`config.mk`:
```
export PLATFORM = sky130hd
export DESIGN_NAME = sdh_irq_stat
export DESIGN_NICKNAME = d
export VERILOG_FILES = /design/src/rtl/sdh_irq_pkg.sv /design/src/rtl/sdh_irq_sync.sv /design/src/rtl/sdh_irq_raw.sv /design/src/rtl/sdh_irq_regif.sv /design/src/rtl/sdh_irq_stat.sv
export SDC_FILE = /design/constraint.sdc
export NUM_CORES = 1
export LEC_CHECK = 0
export BUFFER_PORTS_ARGS = -buffer_cell sky130_fd_sc_hd__buf_2
export CORE_MARGIN = 5
export CORE_UTILIZATION = 25
export DETAILED_ROUTE_END_ITERATION = 10
export GPL_TIMING_DRIVEN = 0
export RECOVER_POWER = 50
export SYNTH_ARGS = -nofsm -noshare
export SYNTH_HDL_FRONTEND = slang
export SYNTH_SLANG_ARGS = --single-unit
export TNS_END_PERCENT = 1
```
`constraint.sdc`:
```
create_clock -name clk_i -period 3.7 [get_ports clk_i]
set_clock_uncertainty 0.15 [all_clocks]
set_input_delay 0.555 -clock clk_i [delete_from_list [all_inputs] [get_ports clk_i]]
set_output_delay 0.555 -clock clk_i [all_outputs]
set_load 0.05 [all_outputs]
```
`src/rtl/sdh_irq_pkg.sv`:
```
package sdh_irq_pkg;
  localparam int unsigned REG_W = 32;

  // register offsets (bytes)
  localparam int unsigned OFS_CTRL  = 'h00;
  localparam int unsigned OFS_MASK  = 'h30;
  localparam int unsigned OFS_MSTAT = 'h34;
  localparam int unsigned OFS_RAW   = 'h38;

  // control register fields
  localparam int unsigned CTRL_GIE    = 4;
  localparam int unsigned CTRL_RST_HI = 2;

  // raw status layout
  localparam int unsigned EV_LO    = 1;
  localparam int unsigned EV_W     = 16;
  localparam int unsigned CARD_INS = 30;
  localparam int unsigned CARD_REM = 31;

  localparam logic [REG_W-1:0] ERR_GROUP  = 32'h0000_BBC2;
  localparam logic [REG_W-1:0] DONE_GROUP = 32'h0000_440C;
  localparam logic [REG_W-1:0] RSVD_BITS  = 32'h3FFE_0001;
endpackage

```
`src/rtl/sdh_irq_sync.sv`:
```
module sdh_irq_sync #(
  parameter int unsigned WIDTH  = 2,
  parameter int unsigned STAGES = 2
) (
  input  logic             clk_i,
  input  logic             rst_ni,
  input  logic [WIDTH-1:0] d_i,
  output logic [WIDTH-1:0] q_o
);
  logic [STAGES-1:0][WIDTH-1:0] stg_q;

  always_ff @(posedge clk_i or negedge rst_ni) begin
    if (!rst_ni) stg_q[0] <= '0;
    else         stg_q[0] <= d_i;
  end

  for (genvar g = 1; g < STAGES; g++) begin : g_stage
    always_ff @(posedge clk_i or negedge rst_ni) begin
      if (!rst_ni) stg_q[g] <= '0;
      else         stg_q[g] <= stg_q[g-1];
    end
  end

  assign q_o = stg_q[STAGES-1];
endmodule

```
`src/rtl/sdh_irq_raw.sv`:
```
module sdh_irq_raw
  import sdh_irq_pkg::*;
(
  input  logic             clk_i,
  input  logic             rst_ni,
  input  logic [REG_W-1:0] set_i,
  input  logic [REG_W-1:0] clr_i,
  input  logic             hrst_i,
  output logic [REG_W-1:0] raw_o
);
  logic [REG_W-1:0] raw_q, raw_d;
  logic             raw_en;

  // priority: host reset, then new events, then software clear
  always_comb begin
    raw_en = hrst_i | (|set_i) | (|clr_i);
    if (hrst_i) raw_d = '0;
    else        raw_d = (raw_q & ~clr_i) | set_i;
  end

  always_ff @(posedge clk_i or negedge rst_ni) begin
    if (!rst_ni)     raw_q <= '0;
    else if (raw_en) raw_q <= raw_d;
  end

  assign raw_o = raw_q;

  // a new event always lands, even against a clear
  a_r6_set_wins: assert property (@(posedge clk_i) disable iff (!rst_ni)
    (!hrst_i && set_i != '0) |=> ((raw_o & $past(set_i)) == $past(set_i)));
  // cleared bits drop when no event targets them
  a_r5_w1c: assert property (@(posedge clk_i) disable iff (!rst_ni)
    (!hrst_i && clr_i != '0 && (set_i & clr_i) == '0) |=> ((raw_o & $past(clr_i)) == '0));
  // without clear or reset, set bits are sticky
  a_r2_sticky: assert property (@(posedge clk_i) disable iff (!rst_ni)
    (!hrst_i && clr_i == '0) |=> ((raw_o & $past(raw_o)) == $past(raw_o)));
  // host reset empties the register
  a_r10_hrst_clears: assert property (@(posedge clk_i) disable iff (!rst_ni)
    hrst_i |=> (raw_o == '0));
  // reserved positions never hold a one
  a_r2_reserved_zero: assert property (@(posedge clk_i) disable iff (!rst_ni)
    ((raw_o & RSVD_BITS) == '0));
endmodule

```
`src/rtl/sdh_irq_regif.sv`:
```
module sdh_irq_regif
  import sdh_irq_pkg::*;
#(
  parameter int unsigned ADDR_W = 8
) (
  input  logic              clk_i,
  input  logic              rst_ni,
  input  logic              sel_i,
  input  logic              wr_i,
  input  logic [ADDR_W-1:0] addr_i,
  input  logic [REG_W-1:0]  wdata_i,
  output logic [REG_W-1:0]  rdata_o,
  input  logic [REG_W-1:0]  raw_i,
  input  logic [REG_W-1:0]  masked_i,
  output logic [REG_W-1:0]  mask_o,
  output logic              gie_o,
  output logic [REG_W-1:0]  clr_o,
  output logic              hrst_o
);
  localparam logic [ADDR_W-1:0] A_CTRL  = ADDR_W'(OFS_CTRL);
  localparam logic [ADDR_W-1:0] A_MASK  = ADDR_W'(OFS_MASK);
  localparam logic [ADDR_W-1:0] A_MSTAT = ADDR_W'(OFS_MSTAT);
  localparam logic [ADDR_W-1:0] A_RAW   = ADDR_W'(OFS_RAW);

  logic [REG_W-1:0] mask_q, rdata_q, rdata_d;
  logic             gie_q;
  logic             wr_ctrl, wr_mask, wr_raw, rd_en;

  always_comb begin
    wr_ctrl = sel_i & wr_i & (addr_i == A_CTRL);
    wr_mask = sel_i & wr_i & (addr_i == A_MASK);
    wr_raw  = sel_i & wr_i & (addr_i == A_RAW);
    rd_en   = sel_i & ~wr_i;
    hrst_o  = wr_ctrl & (&wdata_i[CTRL_RST_HI:0]);
    clr_o   = wr_raw ? wdata_i : '0;
    rdata_d = '0;
    unique case (addr_i)
      A_CTRL:  rdata_d[CTRL_GIE] = gie_q;
      A_MASK:  rdata_d = mask_q;
      A_MSTAT: rdata_d = masked_i;
      A_RAW:   rdata_d = raw_i;
      default: rdata_d = '0;
    endcase
  end

  always_ff @(posedge clk_i or negedge rst_ni) begin
    if (!rst_ni)      mask_q <= '0;
    else if (wr_mask) mask_q <= wdata_i;
  end

  always_ff @(posedge clk_i or negedge rst_ni) begin
    if (!rst_ni)      gie_q <= 1'b0;
    else if (wr_ctrl) gie_q <= wdata_i[CTRL_GIE];
  end

  always_ff @(posedge clk_i or negedge rst_ni) begin
    if (!rst_ni)    rdata_q <= '0;
    else if (rd_en) rdata_q <= rdata_d;
  end

  assign mask_o  = mask_q;
  assign gie_o   = gie_q;
  assign rdata_o = rdata_q;

  // read data only moves on a read request
  a_r11_rdata_hold: assert property (@(posedge clk_i) disable iff (!rst_ni)
    !(sel_i && !wr_i) |=> $stable(rdata_o));
  // writes to the masked-status offset touch no state
  a_r11_ro_ignored: assert property (@(posedge clk_i) disable iff (!rst_ni)
    (sel_i && wr_i && addr_i == A_MSTAT) |=> ($stable(mask_o) && $stable(gie_o)));
  // mask write lands
  a_r4_mask_write: assert property (@(posedge clk_i) disable iff (!rst_ni)
    (sel_i && wr_i && addr_i == A_MASK) |=> (mask_o == $past(wdata_i)));
endmodule

```
`src/rtl/sdh_irq_stat.sv`:
```
module sdh_irq_stat
  import sdh_irq_pkg::*;
#(
  parameter int unsigned ADDR_W      = 8,
  parameter int unsigned SYNC_STAGES = 2
) (
  input  logic              clk_i,
  input  logic              rst_ni,
  input  logic [EV_W-1:0]   ev_i,
  input  logic              card_ins_i,
  input  logic              card_rem_i,
  input  logic              bus_sel_i,
  input  logic              bus_wr_i,
  input  logic [ADDR_W-1:0] bus_addr_i,
  input  logic [REG_W-1:0]  bus_wdata_i,
  output logic [REG_W-1:0]  bus_rdata_o,
  output logic              irq_o,
  output logic              err_any_o,
  output logic              done_any_o
);
  logic [1:0]       rst_sync_q;
  logic             rst_n_int;
  logic [1:0]       card_s;
  logic [REG_W-1:0] set_vec, clr_vec, raw, mask, masked;
  logic             hrst, gie;

  // asynchronous assert, synchronous release
  always_ff @(posedge clk_i or negedge rst_ni) begin
    if (!rst_ni) rst_sync_q <= 2'b00;
    else         rst_sync_q <= {rst_sync_q[0], 1'b1};
  end
  assign rst_n_int = rst_sync_q[1];

  sdh_irq_sync #(.WIDTH(2), .STAGES(SYNC_STAGES)) u_card_sync (
    .clk_i  (clk_i),
    .rst_ni (rst_n_int),
    .d_i    ({card_rem_i, card_ins_i}),
    .q_o    (card_s)
  );

  always_comb begin
    set_vec                = '0;
    set_vec[EV_LO +: EV_W] = ev_i;
    set_vec[CARD_INS]      = card_s[0];
    set_vec[CARD_REM]      = card_s[1];
  end

  sdh_irq_raw u_raw (
    .clk_i  (clk_i),
    .rst_ni (rst_n_int),
    .set_i  (set_vec),
    .clr_i  (clr_vec),
    .hrst_i (hrst),
    .raw_o  (raw)
  );

  sdh_irq_regif #(.ADDR_W(ADDR_W)) u_regif (
    .clk_i    (clk_i),
    .rst_ni   (rst_n_int),
    .sel_i    (bus_sel_i),
    .wr_i     (bus_wr_i),
    .addr_i   (bus_addr_i),
    .wdata_i  (bus_wdata_i),
    .rdata_o  (bus_rdata_o),
    .raw_i    (raw),
    .masked_i (masked),
    .mask_o   (mask),
    .gie_o    (gie),
    .clr_o    (clr_vec),
    .hrst_o   (hrst)
  );

  always_comb begin
    masked     = raw & mask;
    err_any_o  = |(masked & ERR_GROUP);
    done_any_o = |(masked & DONE_GROUP);
    irq_o      = gie & (|masked);
  end

  // no interrupt while globally disabled
  a_r7_irq_gated: assert property (@(posedge clk_i) disable iff (!rst_n_int)
    !gie |-> !irq_o);
  // error flag only with some masked bit present
  a_r8_err_needs_masked: assert property (@(posedge clk_i) disable iff (!rst_n_int)
    err_any_o |-> (masked != '0));
  // completion flag only with some masked bit present
  a_r9_done_needs_masked: assert property (@(posedge clk_i) disable iff (!rst_n_int)
    done_any_o |-> (masked != '0));
  // synchronised insert level is captured one edge later
  a_r3_card_capture: assert property (@(posedge clk_i) disable iff (!rst_n_int)
    (card_s[0] && !hrst) |=> raw[CARD_INS]);
endmodule

```
==> metrics.md <==
| Metric | Value |
|---|---|
| Outcome | complete, but fails checks |
| Failing checks | max-capacitance violations, max-slew violations |
| Critical path peak fanout | 3 |
| Peak VDD IR | 0.218 mV |
| Final Non-Filler Cells | 867 |
| Crit end category | output pin |
| Critical Path AT | 2190 ps |
| Core Rows | 50 |
| Ys async rst share | 100% |
| Synth Cell Area | 0.00484 sq mm |
| WL per Instance | 17.6 um |
| Routed vias/inst | 4.81 |
| DIE AREA | 0.0222 sq mm |
| Hold path startpoint | card_ins_i |
| Grt ovf | 0 |
| Synth unique cells | 38 |
| Ports | 97 |
| Slew @ Worst Pin | 2580 ps |
| Final Hold Vio Count | 0 |
| Setup ws final | 809 ps |
| Final wirelength | 15300 um |
| Max cap viols | 1 |
| Highest clock rate | 346 MHz |
| Min cycle time layout | 2890 ps |
| CTS Root Cell | clkbuf_16 |
| Initial DRC Count | 400 |
| Synth Instances | 492 |
| GPL Wtd Cong | 0.858 |
| Post-synthesis net count | 554 |
| Most instantiated cells after synthesis | dfrtp_1 (103), inv_1 (67), o21ai_0 (56) |
| Placed cells | 849 |
| First-pass GRT wire length | 24200 um |
| Initial antenna violation count | 4 |
| Final setup violation count | 0 |
| 1st-pass router iterations | 5 |
| Inserted Clock Buffers | 9 |
| Required time worst endpoint | 2990 ps |
| GRT Resource Usage Total | 13.9% |
| Setup crit start | u_regif.mask_o[30] |
| Flops & latches, synth | 103 |
| Layout fillers | 2040 |
| Post-route clock period utilization | 78.1% |
| Worst hold slack | 159 ps |
| Final core utilization | 31.6% |
| Final net count | 663 |
| Largest net degree at the start of global routing | 63 |
| Final slew viol count | 62 |
| Number of synthesized flops with an enable pin | 0 |
| H-tree levels | 3 |
| Post-route ant nets | 0 |
| CTS tree | built |
| Sequential fraction of the synthesis area | 53.2% |
| R2R Path Start | rst_sync_q[1] |
| Routed via count | 4172 |
| CTS sink count | 103 |
| YS warnings | 0 |
| Die X | 149 um |
| Pre-CTS setup slack | 1170 ps |
| Area contributors post-synth | dfrtp_1 (53%), o21ai_0 (5.8%), inv_1 (5.2%), a21oi_1 (3.7%), nand3_1 (3.6%) |
| Area added between synthesis and finish | 23.2% |
| Leakage dissipation | 2.78 nW |
| Pwr dens | 388 mW/mm^2 |
| Worst-path clk slew | 70 ps |
| Postcts setup bufs | 0 |
| Vias in the first global route | 4164 |
| RSZ-0062 raised after global routing | false |
| Share of cells above drive strength 1 | 21.3% |
| Core area | 0.0189 sq mm |
| Worst Path Class, Setup | reg -> out |
| Top_reg_cell synth | dfrtp_1 |
| Top-area cell type share of the netlist area | 53.2% |
| Slew HR | -72.1% |
| Largest area contributor in the netlist | dfrtp_1 |
| Cts repair resizes | 0 |
| # DRC | 0 |
| Syn Area/Cell | 9.84 sq um |
| Port Buffers | 96 |
| Most frequent cell after synthesis | dfrtp_1 |
| Starting Density | 25.6% |
| HPWL Detailed | 11500 um |
| Worst skew pair latency | 350 ps |
| Clk buf depth | 2 |
| Hold Crit Class | in -> reg |
| Die H | 149 um |
| Startpoint Class | register |
-- routing by layer --
metal / part of all wire, % / track usage (%) / vias to the layer above / wire [um]
met4: 2.3 / 4.35 / 6 / 357
li1: - / - / 1959 / -
met2: 43 / 20.7 / 129 / 6550
met5: 0.27 / 0 / - / 41
met1: 47 / 19.7 / 2051 / 7240
met3: 7.0 / 3.89 / 27 / 1070
-- cells in the final DEF, fill, tap and decap left out, types with 2 or more instances in the layout --
cell type	instances
a222oi_1	2
dfrtp_1	103
mux2_1	6
a21oi_1	36
clkbuf_1	33
nand2_1	26
a22oi_1	8
a32o_1	14
buf_2	91
mux2i_1	14
clkbuf_16	9
o21ai_1	9
buf_4	3
o31a_1	16
nor2_1	18
inv_1	67
o21ai_0	56
buf_1	2
mux2_2	12
nor3_2	2
clkinvlp_4	2
a22o_1	3
o211ai_1	14
nand2b_1	2
a221oi_1	3
nand3_1	35
-- flip-flops by register name, summed over array words and instances, names as in the netlist --
signal	count
u_card_sync.stg_q	2
u_regif.rdata_o	32
u_card_sync.q_o	2
u_raw.raw_o	32
rst_sync_q	2
u_regif.gie_o	1
u_regif.mask_o	32
-- cell families after synthesis --
logic type / share of synthesized area (%)
and+or+nand+nor: 9.33
muxes: 7.08
AOI/OAI and AO/OA: 22.2
other: 0.0775
DFF: 53.2
buffers and inverters: 8.12
-- critical path, stage by stage, from the launching register on --
cell	delay, ps
dfrtp_1	420
a22o_1	280
a221oi_1	260
nand3_1	170
o41a_1	480
buf_2	230
-- final timing paths --
check                                  endpoint  slack (ps)  cells past startpoint
setup / recovery                          irq_o         810                      5
hold / removal             u_card_sync.stg_q[0]         160                      1
setup reg to reg            u_regif.rdata_o[12]         970                      0
hold reg to reg              u_card_sync.q_o[1]         200                      0
max in group asynchronous   u_regif.rdata_o[12]         970                      0
min in group asynchronous         rst_sync_q[0]         370                      2
-- per-stage QoR --
step	total power (W)	TNS, ps	area, sq um
2_1_floorplan	0.00127	0	4840
3_3_place_gp	0.00136	-79840	5650
3_5_place_dp	0.00136	0	5670
4_1_cts	0.00233	0	5980
5_1_grt	0.00241	0	5960
6_report	0.00231	0	5960
-- cell type report --
class	instances	area, sq um	share of cell area [%]
Timing Repair Buffer	98	494	8.29
Clock buffer	11	243	4.07
Antenna cell	1	2.50	0.0420
Buffer	32	141	2.37
Tap cell	260	325	5.45
Inverter	67	251	4.22
Sequential cell	103	2580	43.2
Clock inverter	5	58.8	0.986
Multi-Input combinational cell	290	1870	31.4
-- power breakdown --
group	switching, W	internal [W]	total [W]
Sequential	0.0000219	0.00114	0.00116
Clock	0.000429	0.000544	0.000972
Combinational	0.000117	0.0000620	0.000179
Total	0.000568	0.00174	0.00231
-- what timing repair did --
item | in CTS | in global routing
hold buffers | 1 | 0
endpoints found under the hold margin | 2 | 0
setup endpoints to repair | 0 | 0
No activity file was read; power rests on OpenSTA's default activity.
